[src/rtl/sync_det_pkg.sv]
package sync_det_pkg;
  typedef enum logic {
    VERD_ABSENT  = 1'b0,
    VERD_PRESENT = 1'b1
  } verdict_e;
endpackage

[src/rtl/sd_line_meter.sv]
module sd_line_meter #(
  parameter int LINE_CYCLES = 12800,
  localparam int CNT_W = $clog2(LINE_CYCLES + 1),
  localparam int PH_W  = $clog2(LINE_CYCLES)
) (
  input  logic             clk,
  input  logic             rst,
  input  logic             restart,
  input  logic             cmp,
  output logic             line_done,
  output logic [CNT_W-1:0] line_high
);
  localparam logic [PH_W-1:0] LAST = PH_W'(LINE_CYCLES - 1);

  logic [PH_W-1:0]  phase;
  logic [CNT_W-1:0] acc;
  logic [CNT_W-1:0] acc_next;

  assign acc_next = acc + CNT_W'(cmp);

  always_ff @(posedge clk) begin
    if (rst || restart) begin
      phase     <= '0;
      acc       <= '0;
      line_done <= 1'b0;
      line_high <= '0;
    end else begin
      line_done <= 1'b0;
      if (phase == LAST) begin
        phase     <= '0;
        acc       <= '0;
        line_done <= 1'b1;
        line_high <= acc_next;
      end else begin
        phase <= phase + 1'b1;
        acc   <= acc_next;
      end
    end
  end
endmodule

[src/rtl/sd_duty_classifier.sv]
module sd_duty_classifier
  import sync_det_pkg::*;
#(
  parameter int LINE_CYCLES = 12800,
  parameter int HI_PCT      = 91,
  parameter int LO_PCT      = 84,
  localparam int CNT_W = $clog2(LINE_CYCLES + 1),
  localparam int PW    = CNT_W + 8
) (
  input  logic             clk,
  input  logic             rst,
  input  logic             restart,
  input  logic             line_done,
  input  logic [CNT_W-1:0] line_high,
  output verdict_e         verdict
);
  localparam logic [PW-1:0] HI_LIM = PW'(LINE_CYCLES * HI_PCT);
  localparam logic [PW-1:0] LO_LIM = PW'(LINE_CYCLES * LO_PCT);

  verdict_e        last_q;
  logic [PW-1:0]   scaled;

  assign scaled = PW'(line_high) * PW'(100);

  always_comb begin
    if (scaled > HI_LIM)      verdict = VERD_PRESENT;
    else if (scaled < LO_LIM) verdict = VERD_ABSENT;
    else                      verdict = last_q;
  end

  always_ff @(posedge clk) begin
    if (rst || restart)  last_q <= VERD_ABSENT;
    else if (line_done)  last_q <= verdict;
  end
endmodule

[src/rtl/sd_persist_filter.sv]
module sd_persist_filter
  import sync_det_pkg::*;
#(
  parameter int HOLD_LINES = 14,
  localparam int HW = $clog2(HOLD_LINES + 1)
) (
  input  logic          clk,
  input  logic          rst,
  input  logic          restart,
  input  logic          line_done,
  input  verdict_e      verdict,
  output logic          flag,
  output logic [HW-1:0] hold_cnt
);
  localparam logic [HW-1:0] HOLD_LAST = HW'(HOLD_LINES - 1);

  always_ff @(posedge clk) begin
    if (rst || restart) begin
      flag     <= 1'b0;
      hold_cnt <= '0;
    end else if (line_done) begin
      if (verdict == verdict_e'(flag)) begin
        hold_cnt <= '0;
      end else if (hold_cnt == HOLD_LAST) begin
        flag     <= (verdict == VERD_PRESENT);
        hold_cnt <= '0;
      end else begin
        hold_cnt <= hold_cnt + 1'b1;
      end
    end
  end
endmodule

[src/rtl/sync_presence_detect.sv]
module sync_presence_detect
  import sync_det_pkg::*;
#(
  parameter int LINE_CYCLES = 12800,
  parameter int HI_PCT      = 91,
  parameter int LO_PCT      = 84,
  parameter int HOLD_LINES  = 14,
  localparam int CNT_W = $clog2(LINE_CYCLES + 1),
  localparam int HW    = $clog2(HOLD_LINES + 1)
) (
  input  logic clk,
  input  logic rst,
  input  logic cmp_in_path,
  input  logic cmp_out_path,
  input  logic src_sel,
  output logic sync_present
);
  logic             sel_q;
  logic             restart;
  logic             cmp_sel;
  logic             line_done;
  logic [CNT_W-1:0] line_high;
  verdict_e         verdict;
  logic [HW-1:0]    hold_cnt;

  always_ff @(posedge clk) begin
    sel_q <= src_sel;
  end

  assign restart = !rst && (src_sel != sel_q);
  assign cmp_sel = src_sel ? cmp_in_path : cmp_out_path;

  sd_line_meter #(.LINE_CYCLES(LINE_CYCLES)) u_meter (
    .clk       (clk),
    .rst       (rst),
    .restart   (restart),
    .cmp       (cmp_sel),
    .line_done (line_done),
    .line_high (line_high)
  );

  sd_duty_classifier #(
    .LINE_CYCLES (LINE_CYCLES),
    .HI_PCT      (HI_PCT),
    .LO_PCT      (LO_PCT)
  ) u_class (
    .clk       (clk),
    .rst       (rst),
    .restart   (restart),
    .line_done (line_done),
    .line_high (line_high),
    .verdict   (verdict)
  );

  sd_persist_filter #(.HOLD_LINES(HOLD_LINES)) u_filt (
    .clk       (clk),
    .rst       (rst),
    .restart   (restart),
    .line_done (line_done),
    .verdict   (verdict),
    .flag      (sync_present),
    .hold_cnt  (hold_cnt)
  );
endmodule

[config.mk]
export PLATFORM = sky130hd
export DESIGN_NAME = sync_presence_detect
export DESIGN_NICKNAME = d
export VERILOG_FILES = /design/src/rtl/sync_det_pkg.sv /design/src/rtl/sd_line_meter.sv /design/src/rtl/sd_duty_classifier.sv /design/src/rtl/sd_persist_filter.sv /design/src/rtl/sync_presence_detect.sv
export SDC_FILE = /design/constraint.sdc
export NUM_CORES = 1
export LEC_CHECK = 0
export BUFFER_PORTS_ARGS = -buffer_cell sky130_fd_sc_hd__buf_2
export CAP_MARGIN = 30
export CORE_MARGIN = 8
export CORE_UTILIZATION = 50
export CTS_BUF_LIST = sky130_fd_sc_hd__clkbuf_8 sky130_fd_sc_hd__clkbuf_16
export DETAILED_ROUTE_END_ITERATION = 12
export PLACE_DENSITY = 0.66
export SYNTH_ARGS = -nofsm -noshare
export SYNTH_HDL_FRONTEND = slang
export SYNTH_SLANG_ARGS = --single-unit
[constraint.sdc]
create_clock -name clk -period 4.5 [get_ports clk]
set_input_delay 0.675 -clock clk [delete_from_list [all_inputs] [get_ports clk]]
set_output_delay 0.675 -clock clk [all_outputs]
set_load 0.005 [all_outputs]
# Word-level counts from Yosys, hierarchy flattened
# Cells that the tools add are included.
[classes] addsub=3 n_mul=1 n_lt_le_gt_ge=2 n_eq_ne=4 n_mux=6 bitwise=1 n_reduce_logical=5
[ops] op="> comparator 21 bit (second input constant)" count=1
[ops] op="< comparator 21 bit (second input constant)" count=1
[ops] op="multiplier 14 x 5 -> 19 bit (second input constant)" count=1
[ops] op="adder 14 x 1 -> 14 bit" count=1
[ops] op="adder 14 x 1 -> 14 bit (second input constant)" count=1
[ops] op="== test 14 bit (second input constant)" count=1
[ops] op="2-to-1 mux 4 bit" count=2
[ops] op="adder 4 x 1 -> 4 bit (second input constant)" count=1
[ops] op="== test 4 bit (second input constant)" count=1
[ops] op="2-to-1 mux 1 bit" count=4
[ops] op="AND reduction 3 bit" count=1
[ops] op="OR reduction 2 bit" count=1
[ops] op="== test 1 bit" count=1
[ops] op="logical AND 1 bit" count=1
[ops] op="zero test 1 bit" count=1
[ops] op="logical OR 1 bit" count=1
[ops] op="inequality test 1 bit" count=1
[ops] op="inverter 1 bit" count=1
[word_totals] ff_bits=50 input_bits=5 out_inout_bits=1 word_cells=30

# Logic depth before layout (Yosys ltp)
[depth] depth_word=7 depth_mapped=16 depth_no_buf=16

# Modules after synthesis
# A second synthesis with hierarchy kept.
[unflattened] hier_cells=388 area_unflattened_um2=3691.0
[by_module_without_submodules] mod="sd_line_meter" n_inst=1 cells_per_inst=169 area_per_inst_um2=1821.7 seq_area_each_um2=860.8
[by_module_without_submodules] mod="sd_duty_classifier" n_inst=1 cells_per_inst=185 area_per_inst_um2=1547.7 seq_area_each_um2=20.0
[by_module_without_submodules] mod="sd_persist_filter" n_inst=1 cells_per_inst=30 area_per_inst_um2=274.0 seq_area_each_um2=100.1
[by_module_without_submodules] mod="sync_presence_detect" n_inst=1 cells_per_inst=4 area_per_inst_um2=47.5 seq_area_each_um2=20.0

# Least setup slack after synthesis
# OpenSTA, ideal clock, no wires.
[synth_path] path_type="register to register" startpoint="register u_meter.line_high[4]" endpoint="register u_filt.hold_cnt[2]" setup_ps=103 arrival_ps=3650 required_ps=4397 path_slack_ps=746 path_stages_with_launch=17 path_buffers=0 synth_period_minus_slack_ps=3754 path_cell_list="dfxtp_1 ha_1 ha_1 inv_1 fa_1 inv_1 ha_1 a21oi_4 o22ai_2 o211ai_2 a31oi_2 a221o_1 a21oi_2 xnor2_1 a41o_2 xnor2_2 a2111oi_2"
[synth_between] elab_chain_cells=6 word_cells_on_any_way=7 cone_classes="1 x mul; 2 x order compare; 1 x eq/ne; 3 x mux"
[synth_lines] element="start, declared" line="sd_line_meter.sv:11" text="output logic [CNT_W-1:0] line_high"
[synth_lines] element="start signal, assigned" line="sd_line_meter.sv:33" text="line_high <= acc_next;"
[synth_lines] element="multiplier 14 x 5 -> 19 bit *" line="sd_duty_classifier.sv:23" text="assign scaled = PW'(line_high) * PW'(100);"
[synth_lines] element="< comparator 21 bit" line="sd_duty_classifier.sv:27" text="else if (scaled < LO_LIM) verdict = VERD_ABSENT;"
[synth_lines] element="2-to-1 mux 1 bit" line="sd_duty_classifier.sv:27"
[synth_lines] element="2-to-1 mux 1 bit *" line="sd_duty_classifier.sv:26" text="if (scaled > HI_LIM) verdict = VERD_PRESENT;"
[synth_lines] element="== test 1 bit *" line="sd_persist_filter.sv:22" text="if (verdict == verdict_e'(flag)) begin"
[synth_lines] element="2-to-1 mux 4 bit *" line="sd_persist_filter.sv:22"
[synth_lines] element="end signal, assigned" line="sd_persist_filter.sv:28" text="hold_cnt <= hold_cnt + 1'b1;"
[synth_lines] element="end, declared" line="sd_persist_filter.sv:13" text="output logic [HW-1:0] hold_cnt"
# Every way passes the cells marked *; elsewhere a longest branch is shown, timed or not.
# A chain may end at the register's enable or synchronous reset.

# Worst setup path after layout
# Ends and elaborated chain as after synthesis.

==> flow_summary.toml <==
[global_route]
grt_pass1_wl_um = 10200
grt_usage_pct = 12.5
antenna_found_initial = 0
grt_max_degree = 30
gr-total-overflow = 0
grt_pass1_vias = 2377

[setup_path]
crit_start = "u_meter.line_high[4]"
critPathMaxFanout = 5
crit_path_start_kind = "flop"
rrSetupSlack_ps = 520
cp-end-kind = "flop"
critical_path_class = "reg2reg"
cp.arrival_ps = 4190
reg2reg_to = "u_filt.hold_cnt[2]"
rr_startpoint = "u_meter.line_high[4]"
ff2ff_path_depth = 16
required_ps = 4710

[yosys]
syn_nets = 441
syn_inst = 374
synth_area_um2 = 3390
ys_ff_latch = 50
yosysSeqAreaShare_pct = 29.5
yosysWarnings = 0
synth.distinct_cells = 44
avgSynthCellArea_um2 = 9.06

[drt]
vias_per_cell = 5.19
drtAntennaViolNets = 0
drt_iter0_markers = 75
wire_per_inst_um = 12.2
vias = 2393
drc = 0
dr.pass1.iters = 4
routed_wirelength_um = 5620

[floorplanning]
initial_core_util_pct = 50.7
die-area_um2 = 9670
fp.coreArea_um2 = 6680
row_count = 30
ios = 6
die_y_um = 98.3
die_w_um = 98.3

[layout]
nets = 447
syn_to_final_growth_pct = 5.80
layout_commonest_cell = "nor2_1"
layout_common_cells = "nor2_1, ha_1, dfxtp_1"
antenna_cells = 0
drive_above_1_share_pct = 8.40
design_area_um2 = 3590

[sta]
max_freq_mhz = 251
slew-limit-headroom_pct = 54.3
hold_viol_final = 0
skew_ps = 18.1
final.setup.tns_ps = 0
rsz0062_at_grt = "false"
setup_viol = 0
hold_ws_ps = 459
worst_pin_slew_ps = 686
drv_slew = 0
timing.final.ws_setup_ps = 518
min_period_over_period_pct = 88.5
period_needed_ps = 3980

[place]
placed_area_um2 = 3490
preCtsSetupSlack_ps = 535
routabilityCongestion = 0.811
io_buffers = 5
place_hpwl_um = 4600

[job]
maxCapViolCount = 0

[pwr]
ir_worst_vdd_uv = 210
leakage_nw = 1.66
p_per_area_nw_per_um2 = 208

[clocking]
clock_sinks = 50
clockRootBuffer = "clkbuf_8"
postCtsSetupBuffers = 0
cts_repair_resize_count = 0
cts_tree = "built"
clk-insertion-delay-late_ps = 310
h-tree-depth = 2
clk_path_buf_depth = 2
clk_pin_slew_ps = 110
hold_buffers = 0
cts_buffers = 5

[min_path]
hold_end = "u_meter.phase[0]"
hold_depth = 1
hold_start = "u_meter.phase[0]"
hold_path.class = "reg2reg"

[status]
status = "finished, final reports clean"
[routing by layer]
| metal | part of all wire [%] | global-route usage (%) | up-vias |
|---|---|---|---|
| met3 | 1.5 | 2.35 | 7 |
| met1 | 50 | 15.3 | 1093 |
| met4 | 1.1 | 4.01 | 0 |
| li1 | - | - | 1283 |
| met2 | 47 | 21.4 | 10 |
| met5 | 0 | 0 | - |
[kinds of logic after synthesis]
kind of cell	share of synthesized area (%)
adders and majority gates	24.9
xor gates and xnor gates	10.6
AOI/OAI and AO/OA	11.5
DFF	29.5
buffers and inverters	6.31
muxes	1.59
and+or+nand+nor	15.7
[worst max path at each step]
stage	to	slack, ps	cells after the start
floorplan	u_filt.hold_cnt[2]	750	16
global placement	u_filt.hold_cnt[2]	610	16
detailed placement	u_filt.hold_cnt[2]	540	16
CTS	u_filt.hold_cnt[2]	500	16
global route	u_filt.hold_cnt[2]	270	16
finish	u_filt.hold_cnt[2]	520	16
[synth_stat cells]
library cell | count | area share (%)
a21oi_4 | 1 | 0.48
inv_1 | 44 | 4.9
and4_1 | 1 | 0.26
nand2_1 | 11 | 1.2
nor4b_1 | 1 | 0.26
o211ai_1 | 1 | 0.22
or3b_2 | 1 | 0.26
a41o_2 | 1 | 0.33
dfxtp_1 | 50 | 30
clkbuf_1 | 7 | 0.78
nor2_1 | 57 | 6.3
a21boi_0 | 1 | 0.22
a31oi_1 | 1 | 0.18
o31ai_1 | 1 | 0.22
o22ai_2 | 1 | 0.37
and3_1 | 8 | 1.5
nand4_1 | 7 | 1.3
or2_0 | 1 | 0.18
a22oi_1 | 1 | 0.22
nand2b_1 | 2 | 0.37
a21oi_1 | 10 | 1.5
a21oi_2 | 3 | 0.78
o22ai_1 | 1 | 0.18
o32ai_1 | 2 | 0.52
a2111oi_2 | 1 | 0.44
fa_1 | 9 | 5.3
nand3_1 | 17 | 2.5
mux2_2 | 3 | 1.0
o21a_1 | 1 | 0.22
mux2i_1 | 2 | 0.59
a21o_1 | 4 | 0.89
o211ai_2 | 1 | 0.37
a31oi_2 | 1 | 0.37
xnor2_1 | 17 | 4.4
and2_1 | 4 | 0.74
a221o_1 | 1 | 0.30
ha_1 | 53 | 20
nor2b_1 | 1 | 0.18
a211oi_1 | 14 | 3.1
or4b_2 | 2 | 0.59
xor2_1 | 22 | 5.7
buf_6 | 2 | 0.66
xnor2_2 | 1 | 0.48
o21ai_0 | 4 | 0.59
[metrics by stage]
stage | instances | utilization [%] | power (W)
6_report | 461 | 53.7 | 0.000746
3_5_place_dp | 453 | 52.2 | 0.000480
5_1_grt | 461 | 53.7 | 0.000776
2_1_floorplan | 374 | - | 0.000473
4_1_cts | 461 | 53.7 | 0.000759
3_3_place_gp | 453 | 52.2 | 0.000480
[final cells by class]
type	instances	area [um2]
Tap cell	80	100
Timing Repair Buffer	8	47.5
Inverter	44	165
Clock inverter	3	28.8
Sequential cell	50	1000
Clock buffer	5	68.8
Fill cell	629	3100
Multi-Input combinational cell	271	2170
[worst max-delay path: stages (launching register included)]
cell	delay, ps
dfxtp_1	410
ha_1	260
ha_1	280
inv_1	50
fa_1	490
inv_1	40
ha_1	380
a21oi_4	180
o22ai_2	110
o211ai_2	180
a31oi_2	160
a221o_1	350
a21oi_2	150
xnor2_1	70
a41o_2	260
xnor2_2	170
a2111oi_2	350
[where the power goes]
group	internal [W]	switching [W]	leakage, nW	total, W
logic	0.00000761	0.0000151	1.21	0.0000228
registers	0.000445	0.00000159	0.403	0.000446
clock network	0.000115	0.000161	0.0502	0.000277
[sequential cells by signal, summed over array words and instances, names as in the netlist]
signal             cells
sel_q                  1
u_filt.flag            1
u_filt.hold_cnt        4
u_class.last_q         1
u_meter.phase         14
u_meter.acc           14
u_meter.line_done      1
u_meter.line_high     14
Power figures use the tool's default switching activity.
